==> src/rtl/membank_pkg.sv <==
package membank_pkg;

  localparam int NUM_BANKS = 4;
  localparam int NUM_CS    = 3;
  localparam int NUM_PAIRS = 2;
  localparam int WAIT_W    = 3;

  // Field order mirrors the control byte layout, bit 7 first
  typedef struct packed {
    logic [1:0] speed;    // [7:6] wait-state code
    logic       flip_hi;  // [5]   invert top address bit
    logic       flip_lo;  // [4]   invert second address bit
    logic       rd_only;  // [3]   suppress write enable
    logic       pair;     // [2]   strobe pair
    logic [1:0] csel;     // [1:0] chip select code
  } bank_cfg_t;

  function automatic logic [WAIT_W-1:0] wait_count(input logic [1:0] speed,
                                                    input logic is_wr);
    logic [WAIT_W-1:0] base;
    case (speed)
      2'b00:   base = 3'd4;
      2'b01:   base = 3'd2;
      2'b10:   base = 3'd1;
      default: base = 3'd0;
    endcase
    return base + {2'b00, is_wr};
  endfunction

endpackage

==> src/rtl/membank_regs.sv <==
module membank_regs
  import membank_pkg::*;
#(
  parameter int                CFG_AW   = 8,
  parameter logic [CFG_AW-1:0] REG_BASE = 8'h14
) (
  input  logic                   clk,
  input  logic                   rst_n,
  input  logic                   cfg_we,
  input  logic [CFG_AW-1:0]      cfg_addr,
  input  logic [7:0]             cfg_wdata,
  output logic [NUM_BANKS*8-1:0] cfg_flat
);

  for (genvar b = 0; b < NUM_BANKS; b++) begin : g_bank
    localparam logic [CFG_AW-1:0] MY_ADDR = REG_BASE + CFG_AW'(b);
    always_ff @(posedge clk) begin
      if (!rst_n)
        cfg_flat[b*8 +: 8] <= 8'h00;
      else if (cfg_we && cfg_addr == MY_ADDR)
        cfg_flat[b*8 +: 8] <= cfg_wdata;
    end
  end

  logic in_window;
  assign in_window = (cfg_addr >= REG_BASE) &&
                     (cfg_addr <  REG_BASE + CFG_AW'(NUM_BANKS));


  cfg_hold_chk: assert property (@(posedge clk) disable iff (!rst_n)
    !(cfg_we && in_window) |=> $stable(cfg_flat));

endmodule

==> src/rtl/membank_seq.sv <==
module membank_seq
  import membank_pkg::*;
#(
  parameter int ADDR_W = 20
) (
  input  logic                   clk,
  input  logic                   rst_n,
  input  logic                   req_valid,
  input  logic                   req_write,
  input  logic [ADDR_W-1:0]      req_addr,
  input  logic [NUM_BANKS*8-1:0] cfg_flat,
  output logic                   req_ready,
  output logic                   busy,
  output logic                   done,
  output bank_cfg_t              act_cfg,
  output logic                   act_write,
  output logic [ADDR_W-1:0]      act_addr
);

  localparam int BANK_W = $clog2(NUM_BANKS);

  logic [BANK_W-1:0] bank_sel;
  bank_cfg_t         sel_cfg;
  logic [WAIT_W-1:0] cnt;
  logic              accept;

  assign bank_sel  = req_addr[ADDR_W-1 -: BANK_W];
  assign sel_cfg   = bank_cfg_t'(cfg_flat[32'(bank_sel)*8 +: 8]);
  assign req_ready = !busy;
  assign accept    = req_valid && !busy;
  assign done      = busy && (cnt == '0);

  always_ff @(posedge clk) begin
    if (!rst_n) begin
      busy      <= 1'b0;
      cnt       <= '0;
      act_cfg   <= '0;
      act_write <= 1'b0;
      act_addr  <= '0;
    end else if (accept) begin
      busy      <= 1'b1;
      cnt       <= wait_count(sel_cfg.speed, req_write);
      act_cfg   <= sel_cfg;
      act_write <= req_write;
      act_addr  <= req_addr;
    end else if (busy) begin
      if (cnt == '0) busy <= 1'b0;
      else           cnt  <= cnt - 1'b1;
    end
  end

  // Independent up-counter of cycles spent in the current access
  logic [WAIT_W:0] elapsed;
  always_ff @(posedge clk) begin
    if (!rst_n || accept) elapsed <= '0;
    else if (busy)        elapsed <= elapsed + 1'b1;
  end


  wait_len_chk: assert property (@(posedge clk) disable iff (!rst_n)
    done |-> elapsed == {1'b0, wait_count(act_cfg.speed, act_write)});


  done_pulse_chk: assert property (@(posedge clk) disable iff (!rst_n)
    done |=> !done && !busy);


  cfg_frozen_chk: assert property (@(posedge clk) disable iff (!rst_n)
    busy && $past(busy) |-> $stable(act_cfg) && $stable(act_addr));

endmodule

==> src/rtl/membank_strobe.sv <==
module membank_strobe
  import membank_pkg::*;
#(
  parameter int ADDR_W = 20
) (
  input  logic                 clk,
  input  logic                 rst_n,
  input  logic                 busy,
  input  bank_cfg_t            act_cfg,
  input  logic                 act_write,
  input  logic [ADDR_W-1:0]    act_addr,
  output logic [NUM_CS-1:0]    cs_n,
  output logic [NUM_PAIRS-1:0] oe_n,
  output logic [NUM_PAIRS-1:0] we_n,
  output logic [ADDR_W-1:0]    mem_addr
);

  for (genvar c = 0; c < NUM_CS; c++) begin : g_cs
    assign cs_n[c] = !(busy && act_cfg.csel == 2'(c));
  end

  for (genvar p = 0; p < NUM_PAIRS; p++) begin : g_pair
    assign oe_n[p] = !(busy && !act_write && act_cfg.pair == 1'(p));
    assign we_n[p] = !(busy && act_write && !act_cfg.rd_only &&
                       act_cfg.pair == 1'(p));
  end

  assign mem_addr = busy ?
    {act_addr[ADDR_W-1:ADDR_W-2] ^ {act_cfg.flip_hi, act_cfg.flip_lo},
     act_addr[ADDR_W-3:0]} : '0;


  cs_single_chk: assert property (@(posedge clk) disable iff (!rst_n)
    $onehot0(~cs_n));


  oe_we_excl_chk: assert property (@(posedge clk) disable iff (!rst_n)
    (&oe_n) || (&we_n));


  rd_only_chk: assert property (@(posedge clk) disable iff (!rst_n)
    busy && act_cfg.rd_only |-> &we_n);


  idle_quiet_chk: assert property (@(posedge clk) disable iff (!rst_n)
    !busy |-> (&cs_n) && (&oe_n) && (&we_n));

endmodule

==> src/rtl/membank_ctl.sv <==
module membank_ctl
  import membank_pkg::*;
#(
  parameter int ADDR_W = 20,
  parameter int CFG_AW = 8
) (
  input  logic              clk,
  input  logic              rst_n,
  input  logic              cfg_we,
  input  logic [CFG_AW-1:0] cfg_addr,
  input  logic [7:0]        cfg_wdata,
  input  logic              req_valid,
  output logic              req_ready,
  input  logic              req_write,
  input  logic [ADDR_W-1:0] req_addr,
  output logic [2:0]        cs_n,
  output logic [1:0]        oe_n,
  output logic [1:0]        we_n,
  output logic [ADDR_W-1:0] mem_addr,
  output logic              done
);

  logic [NUM_BANKS*8-1:0] cfg_flat;
  logic                   busy;
  bank_cfg_t              act_cfg;
  logic                   act_write;
  logic [ADDR_W-1:0]      act_addr;

  membank_regs #(.CFG_AW(CFG_AW), .REG_BASE(CFG_AW'(8'h14))) u_regs (
    .clk      (clk),
    .rst_n    (rst_n),
    .cfg_we   (cfg_we),
    .cfg_addr (cfg_addr),
    .cfg_wdata(cfg_wdata),
    .cfg_flat (cfg_flat)
  );

  membank_seq #(.ADDR_W(ADDR_W)) u_seq (
    .clk      (clk),
    .rst_n    (rst_n),
    .req_valid(req_valid),
    .req_write(req_write),
    .req_addr (req_addr),
    .cfg_flat (cfg_flat),
    .req_ready(req_ready),
    .busy     (busy),
    .done     (done),
    .act_cfg  (act_cfg),
    .act_write(act_write),
    .act_addr (act_addr)
  );

  membank_strobe #(.ADDR_W(ADDR_W)) u_strobe (
    .clk      (clk),
    .rst_n    (rst_n),
    .busy     (busy),
    .act_cfg  (act_cfg),
    .act_write(act_write),
    .act_addr (act_addr),
    .cs_n     (cs_n),
    .oe_n     (oe_n),
    .we_n     (we_n),
    .mem_addr (mem_addr)
  );

endmodule

==> config.mk <==
export PLATFORM = sky130hd
export DESIGN_NAME = membank_ctl
export DESIGN_NICKNAME = d
export VERILOG_FILES = /design/src/rtl/membank_pkg.sv /design/src/rtl/membank_regs.sv /design/src/rtl/membank_seq.sv /design/src/rtl/membank_strobe.sv /design/src/rtl/membank_ctl.sv
export SDC_FILE = /design/constraint.sdc
export NUM_CORES = 1
export LEC_CHECK = 0
export ABC_CLOCK_PERIOD_IN_PS = 5000
export BUFFER_PORTS_ARGS = -buffer_cell sky130_fd_sc_hd__buf_4
export CORE_ASPECT_RATIO = 1.2
export CORE_UTILIZATION = 29
export CTS_BUF_LIST = sky130_fd_sc_hd__clkbuf_4
export CTS_CLUSTER_DIAMETER = 200
export DETAILED_ROUTE_END_ITERATION = 8
export GPL_TIMING_DRIVEN = 0
export PLACE_DENSITY_LB_ADDON = 0.05
export SYNTH_ARGS = -nofsm -noshare
export SYNTH_HDL_FRONTEND = slang
export SYNTH_SLANG_ARGS = --single-unit
==> constraint.sdc <==
create_clock -name clk -period 5 [get_ports clk]
set_input_delay 1 -clock clk [delete_from_list [all_inputs] [get_ports clk]]
set_output_delay 1 -clock clk [all_outputs]
set_load 0.01 [all_outputs]
== Word level (Yosys, flattened, before mapping) ==
Index checks and enable logic that the tools add are counted.
Storage, ports and cells
  word-level logic and storage cells: 68
  flip-flop bits (word level): 63
  output and inout port bits: 29
Operators by class
  shift-type cells: 1
  multiplexer cells: 10
  reductions and logical operators: 31
  bitwise gates (word level): 2
  eq/ne operators: 9
  add/subtract/negate cells: 2
Operator list (count)
  $eq A8 B5 Y1 const B: 4
  $shiftx A32 B6 Y8: 1
  $mux W20: 1
  $logic_and A1 B1 Y1: 16
  $mux W3: 5
  $logic_not A1 Y1: 10
  $pmux W3 S3: 1
  $eq A2 B1 Y1 const B: 2
  $eq A2 B2 Y1 const B: 2
  $logic_not A2 Y1: 2
  $add A3 B1 Y3: 1
  $logic_not A3 Y1: 1
  $mux W1: 3
  $sub A3 B1 Y3 const B: 1
  $ne A2 B1 Y1 const B: 1
  $reduce_and A2 Y1: 1
  $reduce_bool A2 Y1: 1
  $xor A2 B2 Y2: 1
  $not A1 Y1: 1

== Depth between registers and ports, before layout ==
  depth in word-level cells: 7
  gate-level depth with buffers: 8
  mapped depth without buffers: 7

== Hierarchy ==
Synthesis repeated with hierarchy kept, for this count alone.
Second synthesis, totals
  cell total of the unflattened synthesis: 321
  area total of the unflattened synthesis: 3015.4 µm²
By module, submodules not included
  membank_seq: instances 1, area each 1554.0 µm², cells each 170
  membank_regs: instances 1, area each 1251.2 µm², cells each 119
  membank_strobe: instances 1, area each 210.2 µm², cells each 32

== Worst setup path after synthesis ==
No wires, ideal clock.
  path kind: input -> register
  from: input req_addr[19]
  to: register u_seq.cnt[1]
  data arrival time: 2609 ps
  data required time: 4930 ps
  cell stages on the path: 8
  setup time: 70 ps
  setup slack: 2321 ps
  cells stage by stage: buf_6 > mux4_2 > and2b_1 > ha_1 > ha_1 > nor2_1 > a211o_1 > a21oi_1
On the way
  longest elaborated chain between the ends: 7
Ends and longest elaborated chain
  start, declared: RTL line membank_ctl.sv:15  | input logic [ADDR_W-1:0] req_addr,
  $shiftx A32 B6 Y8 (*): RTL line membank_seq.sv:28  | assign sel_cfg = bank_cfg_t'(cfg_flat[32'(bank_sel)*8 +: 8]);
  $eq A2 B2 Y1, or another cell as far along: RTL line membank_pkg.sv:21  | case (speed)
  $pmux W3 S3 (*): RTL line membank_pkg.sv:21
  $mux W3 (*): RTL line membank_seq.sv:40  | end else if (accept) begin
  $mux W3 (*): RTL line membank_seq.sv:34  | if (!rst_n) begin
  $add A3 B1 Y3 (*): RTL line membank_pkg.sv:27  | return base + {2'b00, is_wr};
  $mux W3 (*): RTL line membank_seq.sv:40
  end signal, assigned: RTL line membank_seq.sv:42  | cnt <= wait_count(sel_cfg.speed, req_write);
  end signal, assigned: RTL line membank_seq.sv:48  | else cnt <= cnt - 1'b1;
  end, declared: RTL line membank_seq.sv:24  | logic [WAIT_W-1:0] cnt;
Every way passes the cells marked *; elsewhere a longest branch is shown, timed or not. The select of a mux whose other input is x is not followed.
A chain may end at the register's enable or synchronous reset.

== Final worst setup path ==
  from: register u_seq.busy
  to: output we_n[0]
On the way
  longest elaborated chain between the ends: 4
Ends and longest elaborated chain
  start, declared: RTL line membank_seq.sv:13  | output logic busy,
  start signal, assigned: RTL line membank_seq.sv:35  | busy <= 1'b0;
  start signal, assigned: RTL line membank_seq.sv:41  | busy <= 1'b1;
  start signal, assigned: RTL line membank_seq.sv:47  | if (cnt == '0) busy <= 1'b0;
  $logic_and A1 B1 Y1 (3 in a row): RTL line membank_strobe.sv:24  | assign we_n[p] = !(busy && act_write && !act_cfg.rd_only &&
  $logic_not A1 Y1: RTL line membank_strobe.sv:24
  end, declared: RTL line membank_ctl.sv:18  | output logic [1:0] we_n,
No other way between the ends.

==> parameters.txt <==
Parameter                              Value

Run status
  Status    finished, final reports clean

Layout
  Count of filler cells inserted in the layout    962
  Antenna Diode Count    0
  Post-layout net count    423
  Share of post-route cells with drive strength above 1    0.245
  Synthesis-to-finish area growth    28.1%

Timing
  Final critical-path required period    2860 ps
  Timing-limited maximum frequency    0.349 GHz
  Final critical-path share of the clock period    0.573
  Summed negative setup slack over all endpoints    0 ps
  Skew final    15.6 ps
  Number of endpoints with negative hold slack in the final report    0
  Slew headroom    0.617
  Setup violations, final    0
  Slew at the pin closest to its max-slew limit    575 ps
  Final-report max-slew violation count    0
  Slack of the critical path    2140 ps
  RSZ-0062 raised after global routing    no

Clock network
  Inserted Clock Buffers    9
  Post-CTS resize count    0
  Clock net sink count    63
  Maximum count of clock buffers along a single path    2
  Clock tree from TritonCTS    done
  Number of H-tree levels    3
  Worst-Skew Late Latency    400 ps
  Hold-fix buffer count after cts    0
  Clock-pin slew on the worst setup and hold paths    110 ps
  Post-CTS Repair Setup Buffers    0
  CTS Root Cell    clkbuf_4

Flow run
  Count of maximum capacitance violations    0

Setup path
  Setup crit start kind    register
  Slowest stage cell, crit path    or4b_2
  Data arrival time at the worst-slack endpoint    1860 ps
  CP endpoint kind    output pin
  Type of the setup path with the least slack    register to output pin
  Cell Chain, Critical Path    buf_2 > inv_1 > or4b_2 > buf_4
  Kind of cell with the highest combined delay on the critical path    simple AND/OR/NAND/NOR gates
  Crit path largest cell delay    650 ps
  Peak fanout along the critical path    10
  Required time of the critical path    4000 ps
  CP Buf/Inv Count    3

Global routing
  Number of global-route vias before repair    2204
  Global-route wire length before repair    11000 um
  Global-route total usage across every layer    0.145
  Overall overflow remaining after global route    0
  Initial antenna violation count    0
  Pin count of the biggest net entering global routing    11

Power
  Clk network pwr share    0.339
  Maximum vdd ir drop    0.105 mV
  Power per Cell Area    277 nW/um^2
  Static Leakage    1.63 nW
  Sequential power share    0.532
  Net Switching    0.258 mW
  Internal Pwr Total    0.726 mW
  Power share of the combinational group    0.129
  Sw frac    0.262

Synth
  Number of enable flip-flop cells after synthesis    0
  Gate count after technology mapping    300
  Most frequently used flop master after synthesis    dfxtp_1
  Net count after synthesis    345
  Top cell type by total area after synthesis    dfxtp_1
  Summed instance area of the synthesized netlist    2780 sq um
  Synth warn    0
  Proportion of register bits with asynchronous set or reset after synthesis    0
  Yosys top cell area share    0.454
  Post-synthesis cell type count    35
  Sequential-to-total area share from yosys stat    0.454
  Number of synthesized register bits    63
  Leading post-synthesis cells by instance count    63 x dfxtp_1, 57 x nand2_1, 37 x nor2_1, 32 x mux2i_1, 29 x a21oi_1
  Leading cell type by number of instances after synthesis    dfxtp_1
  Synthesized area per cell    9.26 sq um
  Cell types with the largest area share after synthesis    dfxtp_1 45%, mux2i_1 12%, nand2_1 7.7%

Floorplan
  Die X-Extent    91.3 um
  Row cnt    38
  Die Ht    109 um
  Die area    9980 sq um
  I/O pin count    70
  Starting utilization of the core area    0.303
  Core area    9180 sq um

Routing
  Routed Wire Length    6740 um
  Number of optimization iterations in the first detailed-route pass    4
  Number of DRC markers after the initial detailed-route iteration    62
  Overall via count from detail_route    2282
  DRC violations left    0
  Remaining number of nets flagged by the antenna check after routing    0
  Drt via density    4.54
  Final routed wire length divided by cell count    13.4 um

Placement
  Port Buf Inserts    67
  Global placer's final weighted congestion    0.684
  Setup slack after placement    2030 ps
  HPWL after DPL    4840 um

Hold path
  Class of the worst hold path    register to register
[area by class of cell]
type                    instances  area [sq um]  share of cell area
well taps                     120           150              0.0422
clock inverters                 6          51.3              0.0144
repair buffers                 67           503               0.141
clock buffers                  10          75.1              0.0211
flip-flops and latches         63          1260               0.355
inverters                       4          15.0             0.00422
multi-input cells             213          1410               0.396
plain buffers                  20          91.3              0.0257
[cells in the final DEF, fill, tap and decap left out, types with 2 or more instances in the layout]
cell | synthesis | routed
a21oi_1 | 29 | 29
buf_2 | 4 | 4
nand2_1 | 57 | 57
or3_1 | 3 | 3
mux4_1 | 6 | 6
buf_1 | 2 | 2
nand3b_1 | 3 | 3
clkinv_1 | 0 | 3
clkbuf_4 | 0 | 10
ha_1 | 4 | 4
buf_4 | 1 | 68
and2_1 | 18 | 18
nor2_1 | 37 | 37
nor2b_1 | 2 | 2
dfxtp_1 | 63 | 63
mux4_2 | 2 | 2
xnor2_1 | 3 | 3
clkinv_2 | 0 | 2
inv_1 | 3 | 3
mux2i_1 | 32 | 32
nand4b_1 | 3 | 3
clkbuf_1 | 12 | 12
[registers in the layout, indices dropped and copies added, names as in the netlist]
name,flops
u_seq.act_addr,20
u_regs.cfg_flat,32
u_seq.busy,1
u_seq.act_cfg,6
u_seq.act_write,1
u_seq.cnt,3
[power groups by stage]
stage / Combinational [mW] / Clock, mW / Sequential, mW
2_1_floorplan: 0.0681 / 0 / 0.534
3_3_place_gp: 0.129 / 0 / 0.535
3_5_place_dp: 0.130 / 0 / 0.536
4_1_cts: 0.131 / 0.346 / 0.524
5_1_grt: 0.143 / 0.367 / 0.527
6_report: 0.127 / 0.334 / 0.524
[stage by stage]
step	cell area [sq um]	util	cells	hold WS, ps	total power [mW]
global route	3560	0.388	503	476	1.04
finish	3560	0.388	503	455	0.984
floorplan	2780	-	300	432	0.602
detailed placement	3430	0.374	487	443	0.666
global placement	3430	0.374	487	438	0.664
CTS	3560	0.388	503	457	1.00
[routing by layer]
layer	share of wire	GRT usage	vias up
met1	0.47	0.175	1038
li1	-	-	1174
met4	0.020	0.0714	0
met5	0	0	-
met3	0.045	0.0286	10
met2	0.46	0.249	60
[kinds of logic after synthesis]
logic type               count (synthesis)  share of synthesized area
buffers and inverters                   24                     0.0383
AND/OR/NAND/NOR                        132                      0.224
XOR/XNOR                                 3                    0.00946
adder cells (fa/ha/maj)                  4                     0.0180
flip-flops                              63                      0.454
multiplexers                            40                      0.188
AO/OA/AOI/OAI                           34                     0.0676
[path summary, 6_finish.rpt]
check / start / endpoint / slack (ps) / depth (start not counted)
max: u_seq.busy / we_n[0] / 2140 / 4
min: u_seq.act_addr[7] / u_seq.act_addr[7] / 450 / 2
max reg2reg: u_regs.cfg_flat[31] / u_seq.cnt[1] / 3110 / 7
min reg2reg: u_seq.act_addr[7] / u_seq.act_addr[7] / 450 / 2
[worst register-to-register path, stage by stage, from the launching register on]
cell and delay, ps:
dfxtp_1 320, mux4_2 490, and2b_1 180, ha_1 180, ha_1 280, nor2_1 40, a211o_1 220, a21oi_1 130
No activity file was read; power rests on OpenSTA's default activity.
